`src/rtl/tcu_pkg.sv`:
```
package tcu_pkg;

    // configuration field positions (per policy register)
    localparam int EN_PC      = 0;
    localparam int EN_INSN    = 1;
    localparam int EN_MV_SRC  = 2;
    localparam int EN_MV_SADR = 3;
    localparam int EN_MV_DADR = 4;
    localparam int EN_MV_DST  = 5;
    localparam int EN_AR_SRC  = 6;
    localparam int EN_AR_DST  = 7;
    localparam int EN_LG_SRC  = 8;
    localparam int EN_LG_DST  = 9;
    localparam int EN_CP_SRC  = 10;
    localparam int EN_CP_DST  = 11;
    localparam int CUST_BASE  = 12;
    localparam int CUST_FLDS  = 3;

    // class vector positions
    localparam int CL_ARITH = 0;
    localparam int CL_LOGIC = 1;
    localparam int CL_CMP   = 2;
    localparam int CL_MOVE  = 3;
    localparam int NUM_CLASS = 4;

    // operand slots in priority order (index 0 wins)
    localparam int NUM_OPND = 7;

    typedef enum logic [2:0] {
        OP_NONE  = 3'd0,
        OP_PC    = 3'd1,
        OP_INSN  = 3'd2,
        OP_SADDR = 3'd3,
        OP_DADDR = 3'd4,
        OP_RS1   = 3'd5,
        OP_RS2   = 3'd6,
        OP_RD    = 3'd7
    } opnd_e;

    typedef enum logic {
        ST_CLEAR  = 1'b0,
        ST_RAISED = 1'b1
    } out_state_e;

endpackage

```
`src/rtl/tcu_cfg_bank.sv`:
```
module tcu_cfg_bank #(
    parameter int NUM_POL = 4,
    parameter int CFG_W   = 18,
    parameter int SEL_W   = 2
) (
    input  logic                            clk,
    input  logic                            rst_n,
    input  logic                            trusted,
    input  logic                            we,
    input  logic [SEL_W-1:0]                sel,
    input  logic [CFG_W-1:0]                wdata,
    output logic [NUM_POL-1:0][CFG_W-1:0]   cfg
);

    for (genvar p = 0; p < NUM_POL; p++) begin : g_reg
        logic hit;
        assign hit = we && trusted && (sel == SEL_W'(p));
        always_ff @(posedge clk or negedge rst_n) begin
            if (!rst_n) begin
                cfg[p] <= '0;
            end else if (hit) begin
                cfg[p] <= wdata;
            end
        end
    end

endmodule

```
`src/rtl/tcu_policy_eval.sv`:
```
module tcu_policy_eval
    import tcu_pkg::*;
#(
    parameter int CFG_W    = 18,
    parameter int NUM_CUST = 2,
    parameter int CI_W     = 1
) (
    input  logic [CFG_W-1:0]     cfg,
    input  logic [NUM_CLASS-1:0] cls,
    input  logic                 cust_hit,
    input  logic [CI_W-1:0]      cust_idx,
    input  logic                 t_pc,
    input  logic                 t_insn,
    input  logic                 t_saddr,
    input  logic                 t_daddr,
    input  logic                 t_rs1,
    input  logic                 t_rs2,
    input  logic                 t_rd,
    output logic [NUM_OPND-1:0]  fail
);

    logic [CUST_FLDS-1:0] cust_en;
    logic src_cls, dst_cls;
    logic en_rs1, en_rs2, en_rd, en_sa, en_da;

    // custom slot enables, selected by index
    if (NUM_CUST == 1) begin : g_one_slot
        assign cust_en = cfg[CUST_BASE +: CUST_FLDS];
    end else begin : g_many_slots
        logic [NUM_CUST-1:0][CUST_FLDS-1:0] slot;
        for (genvar k = 0; k < NUM_CUST; k++) begin : g_slot
            assign slot[k] = cfg[CUST_BASE + CUST_FLDS*k +: CUST_FLDS];
        end
        always_comb begin
            cust_en = '0;
            for (int k = 0; k < NUM_CUST; k++) begin
                if (cust_idx == CI_W'(k)) cust_en = slot[k];
            end
        end
    end

    always_comb begin
        src_cls = (cls[CL_ARITH] & cfg[EN_AR_SRC])
                | (cls[CL_LOGIC] & cfg[EN_LG_SRC])
                | (cls[CL_CMP]   & cfg[EN_CP_SRC]);
        dst_cls = (cls[CL_ARITH] & cfg[EN_AR_DST])
                | (cls[CL_LOGIC] & cfg[EN_LG_DST])
                | (cls[CL_CMP]   & cfg[EN_CP_DST])
                | (cls[CL_MOVE]  & cfg[EN_MV_DST]);
        if (cust_hit) begin
            en_rs1 = cust_en[0];
            en_rs2 = cust_en[1];
            en_rd  = cust_en[2];
            en_sa  = 1'b0;
            en_da  = 1'b0;
        end else begin
            en_rs1 = src_cls | (cls[CL_MOVE] & cfg[EN_MV_SRC]);
            en_rs2 = src_cls;
            en_rd  = dst_cls;
            en_sa  = cls[CL_MOVE] & cfg[EN_MV_SADR];
            en_da  = cls[CL_MOVE] & cfg[EN_MV_DADR];
        end
        fail[0] = cfg[EN_PC]   & t_pc;
        fail[1] = cfg[EN_INSN] & t_insn;
        fail[2] = en_sa  & t_saddr;
        fail[3] = en_da  & t_daddr;
        fail[4] = en_rs1 & t_rs1;
        fail[5] = en_rs2 & t_rs2;
        fail[6] = en_rd  & t_rd;
    end

endmodule

```
`src/rtl/tcu_prio_enc.sv`:
```
module tcu_prio_enc
    import tcu_pkg::*;
(
    input  logic [NUM_OPND-1:0] req,
    output opnd_e               code
);

    always_comb begin
        code = OP_NONE;
        for (int i = NUM_OPND - 1; i >= 0; i--) begin
            if (req[i]) code = opnd_e'(i + 1);
        end
    end

endmodule

```
`src/rtl/tag_check_unit.sv`:
```
module tag_check_unit
    import tcu_pkg::*;
#(
    parameter int NUM_POL  = 4,
    parameter int NUM_CUST = 2,
    localparam int CFG_W   = CUST_BASE + CUST_FLDS*NUM_CUST,
    localparam int SEL_W   = (NUM_POL > 1) ? $clog2(NUM_POL) : 1,
    localparam int CI_W    = (NUM_CUST > 1) ? $clog2(NUM_CUST) : 1
) (
    input  logic                 clk,
    input  logic                 rst_n,
    input  logic                 trusted,
    input  logic                 cfg_we,
    input  logic [SEL_W-1:0]     cfg_sel,
    input  logic [CFG_W-1:0]     cfg_wdata,
    input  logic                 chk_valid,
    input  logic [NUM_CLASS-1:0] class_vec,
    input  logic                 cust_hit,
    input  logic [CI_W-1:0]      cust_idx,
    input  logic [NUM_POL-1:0]   tag_pc,
    input  logic [NUM_POL-1:0]   tag_insn,
    input  logic [NUM_POL-1:0]   tag_saddr,
    input  logic [NUM_POL-1:0]   tag_daddr,
    input  logic [NUM_POL-1:0]   tag_rs1,
    input  logic [NUM_POL-1:0]   tag_rs2,
    input  logic [NUM_POL-1:0]   tag_rd,
    output logic                 exc_req,
    output logic [NUM_POL-1:0]   fail_mask,
    output logic [2:0]           fail_opnd
);

    logic [NUM_POL-1:0][CFG_W-1:0]    cfg;
    logic [NUM_POL-1:0][NUM_OPND-1:0] pol_fail;
    logic [NUM_POL-1:0]               mask_d;
    logic [NUM_OPND-1:0]              opnd_any;
    opnd_e                            code_d;
    logic                             active;
    out_state_e                       state_q, state_d;
    logic [NUM_POL-1:0]               mask_q;
    opnd_e                            code_q;

    tcu_cfg_bank #(.NUM_POL(NUM_POL), .CFG_W(CFG_W), .SEL_W(SEL_W)) u_bank (
        .clk(clk), .rst_n(rst_n), .trusted(trusted), .we(cfg_we),
        .sel(cfg_sel), .wdata(cfg_wdata), .cfg(cfg)
    );

    for (genvar p = 0; p < NUM_POL; p++) begin : g_pol
        tcu_policy_eval #(.CFG_W(CFG_W), .NUM_CUST(NUM_CUST), .CI_W(CI_W)) u_eval (
            .cfg(cfg[p]), .cls(class_vec), .cust_hit(cust_hit), .cust_idx(cust_idx),
            .t_pc(tag_pc[p]), .t_insn(tag_insn[p]), .t_saddr(tag_saddr[p]),
            .t_daddr(tag_daddr[p]), .t_rs1(tag_rs1[p]), .t_rs2(tag_rs2[p]),
            .t_rd(tag_rd[p]), .fail(pol_fail[p])
        );
        assign mask_d[p] = |pol_fail[p];
    end

    always_comb begin
        opnd_any = '0;
        for (int p = 0; p < NUM_POL; p++) opnd_any |= pol_fail[p];
    end

    tcu_prio_enc u_prio (.req(opnd_any), .code(code_d));

    assign active = chk_valid && !trusted;

    // next-state logic
    always_comb begin
        state_d = ST_CLEAR;
        unique case (state_q)
            ST_CLEAR:  if (active && (mask_d != '0)) state_d = ST_RAISED;
            ST_RAISED: if (active && (mask_d != '0)) state_d = ST_RAISED;
            default:   state_d = ST_CLEAR;
        endcase
    end

    // state and report registers
    always_ff @(posedge clk or negedge rst_n) begin
        if (!rst_n) begin
            state_q <= ST_CLEAR;
            mask_q  <= '0;
            code_q  <= OP_NONE;
        end else begin
            state_q <= state_d;
            mask_q  <= active ? mask_d : '0;
            code_q  <= active ? code_d : OP_NONE;
        end
    end

    // outputs
    always_comb begin
        exc_req   = 1'b0;
        fail_mask = '0;
        fail_opnd = OP_NONE;
        unique case (state_q)
            ST_CLEAR:  ;
            ST_RAISED: begin
                exc_req   = 1'b1;
                fail_mask = mask_q;
                fail_opnd = code_q;
            end
            default: ;
        endcase
    end

endmodule

```
`config.mk`:
```
export PLATFORM = sky130hd
export DESIGN_NAME = tag_check_unit
export DESIGN_NICKNAME = d
export VERILOG_FILES = /design/src/rtl/tcu_pkg.sv /design/src/rtl/tcu_cfg_bank.sv /design/src/rtl/tcu_policy_eval.sv /design/src/rtl/tcu_prio_enc.sv /design/src/rtl/tag_check_unit.sv
export SDC_FILE = /design/constraint.sdc
export NUM_CORES = 1
export LEC_CHECK = 0
export BUFFER_PORTS_ARGS = -buffer_cell sky130_fd_sc_hd__buf_2
export CORE_MARGIN = 2
export CORE_UTILIZATION = 60
export DETAILED_ROUTE_END_ITERATION = 8
export GPL_TIMING_DRIVEN = 0
export MAX_ROUTING_LAYER = met4
export PLACE_DENSITY = 0.85
export SLEW_MARGIN = 10
export SYNTH_ARGS = -nofsm -noshare
export SYNTH_HDL_FRONTEND = slang
export SYNTH_SLANG_ARGS = --single-unit
```
`constraint.sdc`:
```
create_clock -name clk -period 2.4 [get_ports clk]
set_input_delay 0.48 -clock clk [delete_from_list [all_inputs] [get_ports clk]]
set_output_delay 0.48 -clock clk [all_outputs]
set_load 0.1 [all_outputs]
```
## After elaboration in Yosys (flattened, before gate mapping)

Index checks and enable logic that the tools add are counted.

- Register bits: 80
- Input port bits: 59
- Output and inout bits: 8
- Logic and storage cells: 156

- Equal/unequal tests: 3
- Multiplexer cells: 37
- Bitwise gates (word level): 95
- Reduce and logical (&&, ||, !) cells: 14

Operators with widths:

| cell | count |
|---|---|
| bitwise AND 1 bit | 68 |
| 2-to-1 mux 3 bit | 13 |
| OR reduction 7 bit | 4 |
| bitwise OR 1 bit | 24 |
| 2-to-1 mux 1 bit | 22 |
| bitwise OR 7 bit | 3 |
| 2-to-1 mux 4 bit | 2 |
| logical AND 1 bit | 7 |
| == test 2 bit (second input constant) | 2 |
| nonzero test 4 bit | 1 |
| == test 2 x 1 -> 1 bit (second input constant) | 1 |
| zero test 2 bit | 1 |
| zero test 1 bit | 1 |

## Depth between registers and ports, before layout

Gate-level depths: netlist (run 1).

- Word-level depth: 17
- Gate-level depth with buffers: 8
- Depth with buffers taken out: 6

## Hierarchy

A second synthesis (run 1) with hierarchy kept.

- Cells, all modules: 288
- Area, all modules: 3813.7 um^2

Modules (own cells, without submodules):

| module | times used | cells an instance | area each (um^2) | sequential area each (um^2) |
|---|---|---|---|---|
| tcu_cfg_bank | 1 | 153 | 2716.4 | 1801.7 |
| tcu_policy_eval | 4 | 21 | 137.6 | 0.0 |
| tag_check_unit | 1 | 40 | 485.5 | 200.2 |
| tcu_prio_enc | 1 | 11 | 61.3 | 0.0 |

## Least setup slack after synthesis (run 1)

OpenSTA, ideal clock, no wires.

- Path type: register -> output
- Start point: register state_q
- End point: output fail_mask[0]
- Arrival: 1.823 ns
- Data required time: 1.920 ns
- Path slack: 0.097 ns
- Cell stages (with the launch flop): 2
- Buffers on the path: 0
- Cell sequence: dfrtp_1 and2_1

- Longest elaborated chain between the ends: 1

Ends and longest elaborated chain:

| item | line | RTL |
|---|---|---|
| from (decl) | tag_check_unit.sv:38 | `out_state_e state_q, state_d;` |
| from (signal assigned) | tag_check_unit.sv:83 | `state_q <= state_d;` |
| 2-to-1 mux 4 bit | tag_check_unit.sv:94 | `unique case (state_q)` |
| to (decl) | tag_check_unit.sv:28 | `output logic [NUM_POL-1:0] fail_mask,` |

No other way between the ends.

## Worst setup path after layout (run 1)

- Start point: input cfg_sel[1]
- End point: register u_bank.cfg[35] (netlist bit)

- Longest elaborated chain between the ends: 2

Ends and longest elaborated chain:

| item | line | RTL |
|---|---|---|
| from (decl) | tag_check_unit.sv:14 | `input logic [SEL_W-1:0] cfg_sel,` |
| == test 2 x 1 -> 1 bit | tcu_cfg_bank.sv:17 | `assign hit = we && trusted && (sel == SEL_W'(p));` |
| logical AND 1 bit | tcu_cfg_bank.sv:17 |  |
| to (signal, indexed assignment) | tcu_cfg_bank.sv:22 | `cfg[p] <= wdata;` |
| to (decl) | tcu_cfg_bank.sv:12 | `output logic [NUM_POL-1:0][CFG_W-1:0] cfg` |

No other way between the ends.
A chain may end at the register's enable or synchronous reset.

==> results of run 1 <==
metal layers:
metal  track usage (%)  wire length [microns]
met5                 -                      0
met4             9.091                    193
met1             34.20                   3622
met3             5.070                    452
met2             41.20                   4047
critical path, cell delays in order:
cell	delay, ns
buf_2	0.12
nand4b_1	0.64
clkbuf_1	0.48
mux2_1	0.41
layout by cell type, fill, tap and decap left out, types with 2 or more instances in the layout:
cell / n
nand2_1: 28
clkbuf_8: 12
a221oi_1: 4
a22oi_1: 8
clkinvlp_4: 3
nor4_1: 3
clkbuf_1: 3
a41oi_1: 2
nand3_1: 5
mux2i_1: 12
buf_2: 64
a21oi_1: 12
buf_6: 5
mux2_2: 45
and2_1: 15
o211ai_2: 4
mux2_1: 27
a22oi_2: 3
nand4_1: 8
a222oi_1: 5
nor2_1: 5
dfrtp_1: 80
through the flow:
step	hold WS [ns]	util, %	cell area [sq um]	setup WS (ns)	instances
after floorplan	0.1844	-	3734	0.09686	289
after global placement	0.4654	69.47	4138	0.1775	426
after detailed placement	0.4764	69.85	4160	0.07083	427
after CTS	0.1125	73.09	4353	0.4404	443
after global routing	0.1316	73.09	4353	0.4556	443
final	0.09086	73.09	4353	0.5040	443
Yosys cell counts (all sizes together):
cell type  instances  area, sq um
nand2             29        111.4
nand2b             1        6.260
and2              15        93.84
nor3               1        10.01
o211ai             4        50.05
a222oi             5        50.05
nor4               3        18.77
nand3              5        25.02
nand4              8        50.05
mux2              72        810.8
a41oi              2        17.52
nand3b             1        7.510
inv                2        7.500
nand4b             1        8.760
o21ai              2        10.00
dfrtp             80         2002
a221oi             4        35.03
buf                8        71.31
or4                1        7.510
nor2               5        18.77
a22oi             12        118.9
mux2i             12        120.1
a21oi             12        60.06
or2b               1        11.26
clkbuf             3        11.26
layout make-up:
class / count / share of cell area [%]
Sequential cell: 80 / 45.99
Timing Repair Buffer: 63 / 7.646
Buffer: 11 / 1.897
Clock buffer: 12 / 3.794
Multi-Input combinational cell: 196 / 37.71
Clock inverter: 4 / 0.6324
Tap cell: 75 / 2.156
Inverter: 2 / 0.1725
cell families after synthesis:
kind of cell    synth area share [%]
mux                            24.93
flops                          53.62
compound gates                 9.149
buf+inv                        2.412
simple gates                   9.886
power by group through the flow:
stage          registers, mW  clock network [mW]  logic (mW)
5_1_grt                 1.82                1.02       0.771
2_1_floorplan           1.76                   0       0.497
3_5_place_dp            1.81                   0       0.703
3_3_place_gp            1.79                   0       0.670
6_report                1.79               0.948       0.704
4_1_cts                 1.78               0.958       0.706
path summary, 6_finish.rpt:
kind	endpoint	cells after the start
min	u_bank.cfg[34]	1
max	u_bank.cfg[35]	4
max in group asynchronous	state_q	2
min reg2reg	u_bank.cfg[3]	1
max reg2reg	code_q[1]	6
min in group clk	u_bank.cfg[39]	2
flip-flops by register name (all words and copies together), names as in the netlist:
signal / cells
mask_q: 4
state_q: 1
u_bank.cfg: 72
code_q: 3
==> results by group, run 1 <==
Outcome
  • Status: complete, no violations

Detailed routing
  • Via Count: approximately 2700
  • Routed Antenna Nets: 0
  • Remaining DRCs: 0
  • Routed length per instance: 18.77 microns
  • DRT Pass-1 Iters: 4
  • Vias/cell: ~6
  • Initial DRC count: 228
  • Total Wirelength: about 8.3 mm

STA
  • Worst slew pin tran: a little over 0.8 ns
  • Period utilisation layout: approximately 79%
  • Fin. Hold Viols: 0
  • Slew headroom: 44.28%
  • Setup violations, final: 0
  • FMAX: 0.5274 GHz
  • Clock skew: between 0.007 and 0.008 ns
  • Setup TNS: 0 ns
  • Final slew viol count: 0
  • Minimum clock period: 1.896 ns
  • RSZ-0062 raised after global routing: no

Clocking
  • Inserted Clock Buffers: 9
  • CTS resizes: 0
  • H-tree depth: 3
  • CTS root buf: clkbuf_8
  • CTS Hold Buffers Added: 0
  • CTS tree: done
  • Clk slew on worst S/H paths: ~0.080 ns
  • Setup repair bufs after CTS: 0
  • Clock net sink count: 80
  • Clock Latency Late Sink: 0.36 ns
  • CTS Buffer Depth: 2

Synthesis
  • YS warnings: 0
  • Post-synthesis sequential area ratio: between 50 and 60%
  • Syn_nets: about 350
  • Synth cell types: 32
  • Yosys reg bits: 80
  • Post-Syn Instances: between 200 and 300
  • Avg Cell Area, Syn: between 10 and 15 sq um
  • Mapped Area: 3734 sq um

Pwr
  • Seq pwr share: 52.0%
  • Clock Power Share: roughly 28%
  • Comb power frac: between 20% and 30%
  • VDD IR max: 0.4802 mV
  • Switching share of total power: 29.06%
  • Psw: ~1000 uW
  • PwrDens: between 700 and 800 nW/um^2
  • Pwr Total: approximately 3.4 mW
  • Pleak: slightly above 2 nW
  • Internal: 2.441 mW

Place
  • Buffers on Ports: 62
  • Post-DP HPWL: about 6.2 mm
  • Gpl congestion: 0.8469

Worst setup path
  • Required @ worst endpoint: 2.64 ns
  • Crit path launch: cfg_sel[1]
  • Max FO, Critical Path: 10
  • R2R setup slack: 0.60 ns
  • Worst r2r src: u_bank.cfg[62]
  • Startpoint types: primary input
  • Worst Setup Path Type: primary input to flop
  • Crit path capture type: flop
  • Crit path DAT: about 2.1 ns

Layout
  • Sequential cell area: about 2000 sq um
  • Area of the multi-input gates: around 1600 sq um
  • Area Overhead vs Synth: 16.59%
  • Net count, final: between 400 and 500
  • Share of cells above drive strength 1: 39.13%
  • # fillers: a little over 400
  • N_diodes: 0

Global routing
  • GRT overflow: 0
  • First-pass GRT wire length: approximately 14 mm
  • All-Layer GR Usage: a little over a quarter
  • Vias in the first global route: roughly 2700
  • Largest net degree at the start of global routing: 42
  • Initial antenna violation count: 0

Die
  • Die Y: ~83 microns
  • Starting Density: between 60 and 70%
  • # IOs: between 60 and 70
  • Site Rows: 28
  • Core Area: between 5000 and 6000 sq um
  • Die Width: between 80 and 90 microns
  • Die area: between 6000 and 7000 sq um

Flow run
  • Max-Cap Viols: 0

Hold path
  • HP Class: primary input to async pin
No activity file was read; power rests on OpenSTA's default activity.
==> inputs of run 2 (changes only) <==
CORE_UTILIZATION = 50   (was 60)
PLACE_DENSITY = 0.76   (was 0.85)
clock period = 1.7 ns   (was 2.4 ns; I/O delays follow)
==> results by group, run 2 (same netlist as run 1, synthesis figures left out) <==
STA
  • Worst slew pin tran: 0.6855 ns (was 0.8312 ns)
  • Final slew viol count: 0 (unchanged)
  • Clock skew: 0.007921 ns (was 0.007927 ns)
  • Minimum clock period: approximately 1.7 ns
  • Slew headroom: 54.30% (was 44.28%)
  • Setup TNS: -0.05758 ns (was 0 ns)
  • Period utilisation layout: 101.8%
  • RSZ-0062 raised after global routing: yes (was no)
  • FMAX: slightly below 0.6 GHz
  • Min setup slack post-route: -0.03013 ns (was 0.5040 ns)
  • Setup violations, final: 2 (was 0)
  • Fin. Hold Viols: 0 (unchanged)

Pwr
  • Pleak: 2.069 nW (was 2.029 nW)
  • Seq pwr share: 51.4% (was 52.0%)
  • Psw: 1.393 mW (was 999.6 uW)
  • VDD IR max: 0.6858 mV (was 0.4802 mV)
  • Clock Power Share: 27.7% (was 27.6%)
  • Comb power frac: 21.0% (was 20.5%)
  • PwrDens: 1098 nW/um^2 (was 790.3 nW/um^2)
  • Internal: 3.501 mW (was 2.441 mW)
  • Switching share of total power: 28.47% (was 29.06%)

Clocking
  • CTS tree: done (unchanged)
  • CTS root buf: clkbuf_8 (unchanged)
  • Clk slew on worst S/H paths: 0.08 ns (about the same)
  • Clock Latency Late Sink: 0.35 ns (was 0.36 ns)
  • Clock net sink count: 80 (unchanged)
  • CTS Buffer Depth: 2 (unchanged)
  • H-tree depth: 3 (unchanged)
  • Inserted Clock Buffers: 9 (unchanged)

Worst setup path
  • Required @ worst endpoint: 1.92 ns (was 2.64 ns)
  • Crit path capture type: flop (unchanged)
  • Max FO, Critical Path: 2 (was 10)
  • Worst Setup Path Type: flop to flop (was primary input to flop)
  • Startpoint types: flop (was primary input)
  • Crit path DAT: 1.95 ns (was 2.14 ns)

Detailed routing
  • DRT Pass-1 Iters: 4 (unchanged)
  • Remaining DRCs: 0 (unchanged)
  • Via Count: 2614 (was 2658)
  • Initial DRC count: 117 (was 228)
  • Total Wirelength: 8.336 mm (was 8.315 mm)
  • Vias/cell: 5.538 (was 6.000)
  • Routed length per instance: 17.66 microns (was 18.77 microns)
  • Routed Antenna Nets: 0 (unchanged)

Die
  • # IOs: 67 (unchanged)
  • Starting Density: 51.47% (was 62.69%)
  • Core Area: 7253 sq um (was 5956 sq um)
  • Site Rows: 31 (was 28)
  • Die Y: 90.41 microns (was 82.89 microns)
  • Die area: 8174 sq um (was 6870 sq um)
  • Die Width: 90.41 microns (was 82.89 microns)

Layout
  • Biggest regs: u_bank.cfg x72, mask_q x4, code_q x3 (unchanged)
  • Area Overhead vs Synth: 19.37% (was 16.59%)
  • Net count, final: 427 (was 422)
  • N_diodes: 0 (unchanged)
  • Core Util, Final: 61.45% (was 73.09%)
  • Share of cells above drive strength 1: 42.09% (was 39.13%)
  • Most frequent cells in the layout: dfrtp_1, buf_2, mux2_2, mux2_1, nand2_1 (was dfrtp_1, buf_2, mux2_2, nand2_1, mux2_1)
  • # fillers: 598 (was 410)
  • Max reg flops: 72 (unchanged)
  • Most common cell after layout, fill and taps aside: dfrtp_1 (unchanged)
  • Top reg by flops: u_bank.cfg (unchanged)
  • Fin cells: 472 (was 443)

Global routing
  • Vias in the first global route: 2689 (was 2731)
  • All-Layer GR Usage: 22.29% (was 26.13%)
  • Largest net degree at the start of global routing: 69 (was 42)
  • GRT overflow: 0 (unchanged)
  • Initial antenna violation count: 0 (unchanged)
  • First-pass GRT wire length: 13.79 mm (was 13.54 mm)

Place
  • Placed Instances: 451 (was 427)
  • Gpl congestion: 0.9701 (was 0.8469)
  • Buffers on Ports: 62 (unchanged)
  • Post-DP HPWL: 6.157 mm (was 6.199 mm)

Outcome
  • Failing checks: negative setup slack
  • Status: finished with violations (was complete, no violations)

Hold path
  • HP Class: primary input to flop (was primary input to async pin)

Flow run
  • Max-Cap Viols: 0 (unchanged)
## run 2: through the flow
step	setup WS [ns]	hold WS, ns	area (sq um)	power, mW
finish	-0.03013	0.2314	4457	4.894
CTS	-0.01632	0.2305	4449	4.913
global placement	-0.3889	0.4668	4178	3.481
global route	-0.1175	0.2490	4457	5.140
floorplan	0.05158	0.04441	3744	3.194
detailed placement	-0.4141	0.2033	4208	3.546
## run 2: what timing repair did
action / CTS / global route
hold buffers: 1 / 0
endpoints found under the setup margin: 24 / 8
resized for setup: 4 / 3
setup buffers: 4 / 0
hold endpoints to repair: 12 / 0
pin swaps: 7 / 3
## run 2: path summary, 6_finish.rpt
kind,from,to,slack [ns],cells past startpoint
worst max register to register,u_bank.cfg[61],code_q[2],-0.03,6
worst min-delay path,cfg_wdata[11],u_bank.cfg[65],0.23,2
worst max-delay path,u_bank.cfg[61],code_q[2],-0.03,6
worst min register to register,u_bank.cfg[48],u_bank.cfg[48],0.49,1
max in group asynchronous,rst_n,state_q,0.74,3
min in group asynchronous,rst_n,u_bank.cfg[35],0.37,2
## run 2: cell type report
type	instances	area, sq um	area share, %
timing repair buffer	68	387.9	8.703
sequential	80	2003	44.95
buffer	11	83.83	1.881
inverter	2	7.507	0.1684
multi-input combinational	196	1662	37.28
tap	99	123.9	2.779
clock buffer	11	131.4	2.948
clock inverter	5	57.56	1.291
## run 2: critical path, stage by stage, from the launching register on
cell      delay (ns)
dfrtp_1         0.39
a222oi_1        0.43
a22oi_1         0.17
nand2_1         0.14
nand4_1         0.13
nor4_1          0.27
nor4_1          0.09
## run 2: per-layer routing
metal  vias up  wire length (microns)  GRT usage, %
li1       1229                      -             -
met1      1294                   3767         29.73
met2        75                   3949         34.77
met3        16                    407         3.005
met4         0                    212         9.231
met5         -                      0             -
## run 2: power groups by stage
stage          clock (mW)  sequential [mW]  combinational, mW
6_report             1.35             2.51               1.03
5_1_grt              1.45             2.57               1.12
4_1_cts              1.38             2.51               1.02
3_5_place_dp            0             2.55              0.994
3_3_place_gp            0             2.53              0.955
2_1_floorplan           0             2.49              0.703
